## src/rtl/fracNModulusPkg.sv

```systemverilog
package fracNModulusPkg;

  typedef struct packed {
    logic mainWrap;
  } ctrlStrobe_t;

  typedef enum logic [2:0] {
    TST_OFF  = 3'b000,
    TST_MAIN = 3'b001,
    TST_REF  = 3'b010
  } testSel_e;

endpackage

```

## src/rtl/pulseDivider.sv

```systemverilog
module pulseDivider #(
  parameter int W       = 4,
  parameter bit LATCH   = 1'b1,
  parameter int RST_MOD = 1
) (
  input  logic         clk,
  input  logic         rstN,
  input  logic         en,
  input  logic [W-1:0] modIn,
  output logic         wrap,
  output logic         tick
);

  logic [W-1:0] cnt;
  logic [W-1:0] modUse;

  generate
    if (LATCH) begin : gLatch
      logic [W-1:0] modQ;
      always_ff @(posedge clk or negedge rstN) begin
        if (!rstN) modQ <= W'(RST_MOD);
        else if (wrap) modQ <= modIn;
      end
      assign modUse = modQ;
    end else begin : gDirect
      assign modUse = modIn;
    end
  endgenerate

  assign wrap = en && (cnt == modUse - W'(1));

  always_ff @(posedge clk or negedge rstN) begin
    if (!rstN) begin
      cnt  <= '0;
      tick <= 1'b0;
    end else begin
      tick <= wrap;
      if (en) cnt <= wrap ? '0 : cnt + W'(1);
    end
  end

  AST_CNT_BOUND: assert property (@(posedge clk) disable iff (!rstN)
    cnt < modUse);
  AST_TICK_AFTER_EN: assert property (@(posedge clk) disable iff (!rstN)
    tick |-> $past(en));

endmodule

```

## src/rtl/fracNModDatapath.sv

```systemverilog
module fracNModDatapath
  import fracNModulusPkg::*;
#(
  parameter int INT_W  = 7,
  parameter int FRAC_W = 20,
  parameter int MIN_N  = 4,
  localparam int MOD_W = INT_W + 1
) (
  input  logic              clk,
  input  logic              rstN,
  input  ctrlStrobe_t       strobe,
  input  logic [INT_W-1:0]  intRatio,
  input  logic [FRAC_W-1:0] fracWord,
  input  logic              fracEn,
  output logic [MOD_W-1:0]  curModulus
);

  logic [FRAC_W-1:0] accQ;
  logic [FRAC_W:0]   sum;
  logic [MOD_W-1:0]  effN;
  logic [MOD_W-1:0]  nextMod;

  always_comb begin
    effN = ({1'b0, intRatio} < MOD_W'(MIN_N)) ? MOD_W'(MIN_N) : {1'b0, intRatio};
    sum  = {1'b0, accQ} + {1'b0, fracWord};
    nextMod = effN + (fracEn ? MOD_W'(sum[FRAC_W]) : '0);
  end

  always_ff @(posedge clk or negedge rstN) begin
    if (!rstN) begin
      accQ       <= '0;
      curModulus <= MOD_W'(MIN_N);
    end else if (strobe.mainWrap) begin
      accQ       <= fracEn ? sum[FRAC_W-1:0] : '0;
      curModulus <= nextMod;
    end
  end

  AST_MOD_HOLD: assert property (@(posedge clk) disable iff (!rstN)
    !strobe.mainWrap |=> $stable(curModulus));
  AST_MOD_FLOOR: assert property (@(posedge clk) disable iff (!rstN)
    curModulus >= MOD_W'(MIN_N));

endmodule

```

## src/rtl/fracNModCtrl.sv

```systemverilog
module fracNModCtrl
  import fracNModulusPkg::*;
#(
  parameter int MOD_W = 8,
  parameter int MIN_N = 4
) (
  input  logic             clk,
  input  logic             rstN,
  input  logic             vcoPulse,
  input  logic             refPulse,
  input  logic [MOD_W-1:0] curModulus,
  input  logic             compDiv2,
  input  logic             refOutHalf,
  input  logic             loDiv8,
  output ctrlStrobe_t      strobe,
  output logic             divTick,
  output logic             compTick,
  output logic             refOutTick,
  output logic             loTick
);

  logic mainWrap, compWrap, refOutWrap, loWrap;

  pulseDivider #(.W(MOD_W), .LATCH(1'b0), .RST_MOD(MIN_N)) uMain (
    .clk(clk), .rstN(rstN), .en(vcoPulse), .modIn(curModulus),
    .wrap(mainWrap), .tick(divTick));

  pulseDivider #(.W(2), .LATCH(1'b1), .RST_MOD(1)) uComp (
    .clk(clk), .rstN(rstN), .en(refPulse), .modIn(compDiv2 ? 2'd2 : 2'd1),
    .wrap(compWrap), .tick(compTick));

  pulseDivider #(.W(2), .LATCH(1'b1), .RST_MOD(1)) uRefOut (
    .clk(clk), .rstN(rstN), .en(refPulse), .modIn(refOutHalf ? 2'd2 : 2'd1),
    .wrap(refOutWrap), .tick(refOutTick));

  pulseDivider #(.W(4), .LATCH(1'b1), .RST_MOD(4)) uLo (
    .clk(clk), .rstN(rstN), .en(vcoPulse), .modIn(loDiv8 ? 4'd8 : 4'd4),
    .wrap(loWrap), .tick(loTick));

  assign strobe.mainWrap = mainWrap;

  AST_LO_SPACING: assert property (@(posedge clk) disable iff (!rstN)
    loTick |=> !loTick);
  AST_COMP_NEEDS_REF: assert property (@(posedge clk) disable iff (!rstN)
    compWrap |-> refPulse);
  AST_REFOUT_NEEDS_REF: assert property (@(posedge clk) disable iff (!rstN)
    refOutWrap |-> refPulse);
  AST_LO_NEEDS_VCO: assert property (@(posedge clk) disable iff (!rstN)
    loWrap |-> vcoPulse);

endmodule

```

## src/rtl/fracNModulus.sv

```systemverilog
module fracNModulus
  import fracNModulusPkg::*;
#(
  parameter int INT_W  = 7,
  parameter int FRAC_W = 20,
  parameter int MIN_N  = 4,
  localparam int MOD_W = INT_W + 1
) (
  input  logic              clk,
  input  logic              rstN,
  input  logic              vcoPulse,
  input  logic              refPulse,
  input  logic [INT_W-1:0]  intRatio,
  input  logic [FRAC_W-1:0] fracWord,
  input  logic              fracEn,
  input  logic              compDiv2,
  input  logic              refOutHalf,
  input  logic              loDiv8,
  input  logic [2:0]        testSel,
  output logic              divTick,
  output logic              compTick,
  output logic              refOutTick,
  output logic              loTick,
  output logic              testOut,
  output logic [MOD_W-1:0]  divModulus
);

  ctrlStrobe_t strobe;

  fracNModCtrl #(.MOD_W(MOD_W), .MIN_N(MIN_N)) uCtrl (
    .clk(clk), .rstN(rstN), .vcoPulse(vcoPulse), .refPulse(refPulse),
    .curModulus(divModulus), .compDiv2(compDiv2), .refOutHalf(refOutHalf),
    .loDiv8(loDiv8), .strobe(strobe), .divTick(divTick), .compTick(compTick),
    .refOutTick(refOutTick), .loTick(loTick));

  fracNModDatapath #(.INT_W(INT_W), .FRAC_W(FRAC_W), .MIN_N(MIN_N)) uData (
    .clk(clk), .rstN(rstN), .strobe(strobe), .intRatio(intRatio),
    .fracWord(fracWord), .fracEn(fracEn), .curModulus(divModulus));

  always_comb begin
    case (testSel)
      TST_MAIN: testOut = divTick;
      TST_REF:  testOut = compTick;
      default:  testOut = 1'b0;
    endcase
  end

  AST_TEST_QUIET: assert property (@(posedge clk) disable iff (!rstN)
    (testSel != TST_MAIN && testSel != TST_REF) |-> !testOut);
  AST_DIV_SINGLE: assert property (@(posedge clk) disable iff (!rstN)
    divTick |=> !divTick);

endmodule

```

## config.mk

```make
export PLATFORM = sky130hd
export DESIGN_NAME = fracNModulus
export DESIGN_NICKNAME = d
export VERILOG_FILES = /design/src/rtl/fracNModulusPkg.sv /design/src/rtl/pulseDivider.sv /design/src/rtl/fracNModDatapath.sv /design/src/rtl/fracNModCtrl.sv /design/src/rtl/fracNModulus.sv
export SDC_FILE = /design/constraint.sdc
export NUM_CORES = 1
export LEC_CHECK = 0
export ABC_CLOCK_PERIOD_IN_PS = 4600
export BUFFER_PORTS_ARGS = -buffer_cell sky130_fd_sc_hd__buf_2
export CORE_MARGIN = 10
export CORE_UTILIZATION = 40
export CTS_CLUSTER_DIAMETER = 200
export DETAILED_ROUTE_END_ITERATION = 8
export PLACE_DENSITY = 0.55
export SLEW_MARGIN = 20
export SYNTH_ARGS = -nofsm -noshare
export SYNTH_HDL_FRONTEND = slang
export SYNTH_SLANG_ARGS = --single-unit
```

## constraint.sdc

```tcl
create_clock -name clk -period 4.6 [get_ports clk]
set_clock_uncertainty 0.15 [all_clocks]
set_input_delay 0.92 -clock clk [delete_from_list [all_inputs] [get_ports clk]]
set_output_delay 0.92 -clock clk [all_outputs]
set_load 0.01 [all_outputs]
```

After elaboration in Yosys (flattened, before gate mapping)
Index checks and enable logic that the tools add are counted.
- add/subtract/negate cells: 10
- magnitude comparators: 1
- equal/unequal tests: 6
- mux-type cells: 11
- reductions and logical operators: 4
- operator list (kind ; number):
    adder 20 x 20 -> 21 bit ; 1
    two-way mux 20 bit ; 1
    adder 8 x 1 -> 8 bit, second input constant ; 1
    adder 8 bit ; 1
    equality test 8 bit ; 1
    two-way mux 2 bit ; 4
    two-way mux 4 bit ; 2
    two-way mux 8 bit ; 1
    subtractor 8 x 1 -> 8 bit, second input constant ; 1
    less-than comparator 7 x 3 -> 1 bit, second input constant ; 1
    two-way mux 7 bit ; 1
    adder 2 x 1 -> 2 bit, second input constant ; 2
    adder 4 x 1 -> 4 bit, second input constant ; 1
    equality test 2 bit ; 2
    equality test 4 bit ; 1
    logical AND 1 bit ; 4
    subtractor 2 x 1 -> 2 bit, second input constant ; 2
    subtractor 4 x 1 -> 4 bit, second input constant ; 1
    equality test 3 x 1 -> 1 bit, second input constant ; 1
    equality test 3 x 2 -> 1 bit, second input constant ; 1
    case mux 1 bit (2 select lines) ; 1
    two-way mux 1 bit ; 1
- register bits after elaboration: 56
- output and inout port bits: 13
- word-level logic and storage cells: 45

Longest topological paths before layout
- depth after elaboration: 4
- mapped depth: 17
- mapped depth without buffers: 17

Modules after synthesis
A second synthesis with hierarchy kept.
- cell total of the unflattened synthesis: 430
- area total of the unflattened synthesis: 4053.9 um2
- modules (own cells, without submodules) (module ; instances ; cells an instance ; area each (um2) ; sequential area each (um2)):
    fracNModDatapath ; 1 ; 246 ; 2248.4 ; 701.9
    pulseDivider at uCtrl.uMain ; 1 ; 74 ; 685.7 ; 225.2
    pulseDivider at uCtrl.uComp ... ; 2 ; 33 ; 317.8 ; 126.4
    pulseDivider at uCtrl.uLo ; 1 ; 37 ; 449.2 ; 226.5
    fracNModulus ; 1 ; 3 ; 20.0 ; 0.0
    fracNModCtrl ; 1 ; 4 ; 15.0 ; 0.0

Worst setup path after synthesis
Ideal clock, no wire load.
- path type: input-to-reg
- from: in fracWord[0]
- to: reg uData.curModulus[6]
- arrival: 3543 ps
- data required time: 4315 ps
- setup slack: 772 ps
- stages: 17
- cells stage by stage: ha_1 inv_1 fa_1 inv_1 a21o_1 a221o_1 a31oi_1 o21ai_0 nand4_1 a21boi_0 o21a_1 ha_1 ha_1 and3_1 nand3_1 xor2_1 o21ai_0
- cells in the longest elaborated chain, start to end: 3
- ends and longest elaborated chain (item ; line ; text):
    from (decl) ; fracNModulus.sv:14 ; input logic [FRAC_W-1:0] fracWord,
    adder 20 x 20 -> 21 bit ; fracNModDatapath.sv:25 ; sum = {1'b0, accQ} + {1'b0, fracWord};
    two-way mux 1 bit ; fracNModDatapath.sv:26 ; nextMod = effN + (fracEn ? MOD_W'(sum[FRAC_W]) : '0);
    adder 8 bit ; fracNModDatapath.sv:26 ;
    to (signal assigned) ; fracNModDatapath.sv:32 ; curModulus <= MOD_W'(MIN_N);
    to (signal assigned) ; fracNModDatapath.sv:35 ; curModulus <= nextMod;
    to (decl) ; fracNModDatapath.sv:15 ; output logic [MOD_W-1:0] curModulus
No other way between the ends.
A chain may end at the register's enable or synchronous reset.

Worst setup path in the final report
Same ends and word-level chain as after synthesis.

==> impl_metrics.ini <==
[detailed_routing]
route.top_layer_used = met4
vias = 2825
initialDrtViolationCount = 111
wl_per_cell_um = 14.45
routedLengthMet1_um = 3732
detail-route-antenna-nets = 0
detailroute.wirelength.met3_um = 519
post_drt_via_cell_ratio = 5.231
met2RoutedLength_um = 3476
detail_route.drc_violations = 0
drt_wl_total_um = 7803
drtPass1Iterations = 4

[clocking]
cts_root_buffer = sky130_fd_sc_hd__clkbuf_8
cts_inserted_buffers = 5
post_cts.resized_instances = 0
post-cts-setup-buffers = 0
clkLatencyLatePin_ns = 0.31
cts-htree-levels = 2
maximum_buffer_depth_of_the_clock_tree = 2
clock-sinks = 54
worst_setup_hold_path_clk_slew_ns = 0.11
cts_hold_repair.buffers = 0
tritoncts = done

[power_and_ir_drop]
pwr-share-seq = 0.511
leakage_uw = 0.001894
power.combinational.fraction = 0.273
irDropWorstVdd_v = 0.0001133
p_int_uw = 849.1
power.share.clock = 0.216
p_switching_uw = 439.0
report.power.total_uw = 1288
sw_frac_of_total = 0.3408
power_density_nw_per_um2 = 325.3

[worst_setup_path]
crit_path_start_kind = primary input
worstSetupEndpointType = flop
timing.reg2reg.setup_slack_ns = 1.01
cp_cell_sequence = buf_2, ha_1, inv_1, fa_1, inv_1, a21o_1, a221o_1, a31oi_1, o21ai_0, nand4_1, a21boi_0, o21a_1, ha_1, ha_1, and3_1, nand3_1, xor2_1, o21ai_0
critical-path-slowest-cell = sky130_fd_sc_hd__a221o_1
arrival_ns = 3.94
timing.setup.critical_path_class = primary input to flop
cpPeakStageDelay_ns = 0.35
worst_ep_required_time_ns = 4.64
top_delay_family_on_crit_path = compound AO/OA/AOI/OAI gates
worst-path-buf-inv = 3
maximum_fanout_along_the_worst_path = 3
critical_path_s_most_frequent_cell = sky130_fd_sc_hd__ha_1

[timing]
setup_violations = 0
report.final.hold_viol_count = 0
tns_ns = 0
finalWorstPathRequiredPeriod_ns = 3.899
grt_setup_unrepaired = false
fmax_mhz = 256.5
worst_slew_pin_tran_ns = 0.5213
timing.final.max_slew_violations = 0
finalCritPeriodShare = 0.8476
max-slew-margin-rel = 0.6524

[yosys]
syn_area_um2 = 3525
ys_seq_area_frac = 0.3848
yosys_warnings = 0
synthArstFlopShare = 1.000
mapped_avg_cell_area_um2 = 9.155
syn_nets = 449
synth_ff_type = sky130_fd_sc_hd__dfrtp_1
seq_cells_post_synth = 54
number_of_synthesized_flops_with_an_enable_pin = 0
synthDistinctLibCells = 46
postSynthCellCount = 385

[cells_and_area]
seqCellArea_um2 = 1356
final_layout_size_suffix_gt1_frac = 0.1782
most-common-layout-cells = 50 x sky130_fd_sc_hd__buf_2, 50 x sky130_fd_sc_hd__dfrtp_1, 44 x sky130_fd_sc_hd__nand2_1, 32 x sky130_fd_sc_hd__nor2_1, 26 x sky130_fd_sc_hd__o21ai_0
final_core_util = 0.4586
final.fill_count = 857
antennaDiodeCount = 0
multi_input_comb_area_um2 = 2062
syn_to_final_growth_pct = 12.35
nets = 495

[flow_run]
max_cap_violations = 0

[hold_path]
holdCritPathClass = flop to flop

[die]
die-width_um = 113.9
fp.dieH_um = 113.9
fp-row-count = 34
start_util = 0.4081
die_area_um2 = 12970
fp.coreArea_um2 = 8636
count_of_pins_on_the_block_boundary = 51

[global_routing]
grt_start_max_net_pins = 35
grt_pass1_vias = 2857
first_pass_grt_wire_length_um = 13650
gr-total-overflow = 0
gr-usage-all-layers = 0.1251
antenna_found_initial = 0

[placed_design]
last_weighted_congestion_value_of_the_routability_driven_placer = 0.8120
io_buffers = 50
dp_hpwl_um = 6040

[status]
run_status = finished clean
-- path summary, 6_finish.rpt --
check / startpoint / cells past startpoint / endpoint
max in group asynchronous: rstN / 2 / uData.curModulus[2]$_DFFE_PN1P_
setup reg to reg: uData.accQ[0]$_DFFE_PN0P_ / 17 / uData.curModulus[6]$_DFFE_PN0P_
hold reg to reg: uData.accQ[7]$_DFFE_PN0P_ / 2 / uData.accQ[7]$_DFFE_PN0P_
setup / recovery: fracWord[0] / 18 / uData.curModulus[6]$_DFFE_PN0P_
hold / removal: uData.accQ[7]$_DFFE_PN0P_ / 2 / uData.accQ[7]$_DFFE_PN0P_
min in group asynchronous: rstN / 1 / uData.accQ[13]$_DFFE_PN0P_
-- synthesized netlist by cell type (2+ instances only) --
master / instances / share of area
sky130_fd_sc_hd__o21ai_1: 6 / 0.0085
sky130_fd_sc_hd__clkbuf_1: 11 / 0.012
sky130_fd_sc_hd__a221o_1: 3 / 0.0085
sky130_fd_sc_hd__xnor2_1: 23 / 0.057
sky130_fd_sc_hd__a21boi_0: 2 / 0.0043
sky130_fd_sc_hd__nor4b_2: 2 / 0.0085
sky130_fd_sc_hd__nor3_1: 2 / 0.0028
sky130_fd_sc_hd__a41oi_1: 2 / 0.0050
sky130_fd_sc_hd__xor2_1: 23 / 0.057
sky130_fd_sc_hd__dfrtp_1: 50 / 0.35
sky130_fd_sc_hd__nand3_1: 15 / 0.021
sky130_fd_sc_hd__mux2_2: 5 / 0.016
sky130_fd_sc_hd__a21oi_1: 15 / 0.021
sky130_fd_sc_hd__or3_1: 3 / 0.0053
sky130_fd_sc_hd__nor2b_1: 4 / 0.0071
sky130_fd_sc_hd__nand2b_1: 9 / 0.016
sky130_fd_sc_hd__a31oi_1: 7 / 0.012
sky130_fd_sc_hd__o21ai_0: 26 / 0.037
sky130_fd_sc_hd__dfstp_2: 4 / 0.030
sky130_fd_sc_hd__mux2_4: 2 / 0.0085
sky130_fd_sc_hd__inv_1: 12 / 0.013
sky130_fd_sc_hd__a21o_1: 11 / 0.023
sky130_fd_sc_hd__and3_1: 3 / 0.0053
sky130_fd_sc_hd__nand3b_1: 3 / 0.0064
sky130_fd_sc_hd__nand4_1: 8 / 0.014
sky130_fd_sc_hd__nand2_1: 44 / 0.047
sky130_fd_sc_hd__and2_1: 2 / 0.0035
sky130_fd_sc_hd__ha_1: 25 / 0.089
sky130_fd_sc_hd__o31ai_1: 14 / 0.030
sky130_fd_sc_hd__nor2_1: 32 / 0.034
sky130_fd_sc_hd__a31o_2: 2 / 0.0050
-- power groups by stage --
stage               Clock (uW)  Sequential, uW  Combinational (uW)
floorplan                    0             648                 274
global placement             0             666                 348
detailed placement           0             668                 355
CTS                        289             658                 358
global route               305             678                 416
finish                     278             658                 352
-- metrics by stage --
stage	setup slack, ns	cells	instance area (um2)	hold slack, ns
finish	0.7008	540	3960	0.3419
global route	0.4522	540	3960	0.3712
CTS	0.6689	540	3960	0.3473
detailed placement	0.3161	532	3867	0.3249
global placement	0.4430	532	3867	0.3155
floorplan	0.7723	385	3525	0.3026
-- cell families after synthesis --
family          count (synthesis)  synth area share
xor+xnor                       46            0.1143
fa+ha+maj                      26           0.09443
simple gates                  132            0.1825
buf+inv                        26           0.03017
flops                          54            0.3848
compound gates                 93            0.1665
mux                             8           0.02733
-- worst min-delay path: cells and delay by family, from the launching register on --
family,cells,cell delay (ns)
AOI/OAI and AO/OA,1,0.05
DFF,1,0.36
and+or+nand+nor,1,0.05
-- layout make-up --
cell class                 count  share of cell area
multi-input combinational    305              0.5207
clock buffer                   5             0.01738
tap                          108             0.03412
inverter                      13             0.01232
clock inverter                 3            0.006003
timing repair buffer          52             0.06698
sequential                    54              0.3425
-- sequential cells by signal (all words and copies together), names as in the netlist --
signal / count
uData.accQ: 20
uCtrl.uMain.cnt: 8
uData.curModulus: 8
uCtrl.uLo.cnt: 4
uCtrl.uComp.cnt: 2
uCtrl.uComp.gLatch.modQ: 2
uCtrl.uLo.gLatch.modQ: 2
uCtrl.uRefOut.cnt: 2
uCtrl.uRefOut.gLatch.modQ: 2
uCtrl.uComp.tick: 1
uCtrl.uLo.tick: 1
uCtrl.uMain.tick: 1
uCtrl.uRefOut.tick: 1
-- metal layers --
layer / vias to the layer above / GRT usage
met1: 1315 / 0.1703
met2: 55 / 0.1917
met4: 0 / 0.02757
li1: 1449 / -
met5: - / 0
met3: 6 / 0.03622
(Power assumes the default switching activity.)
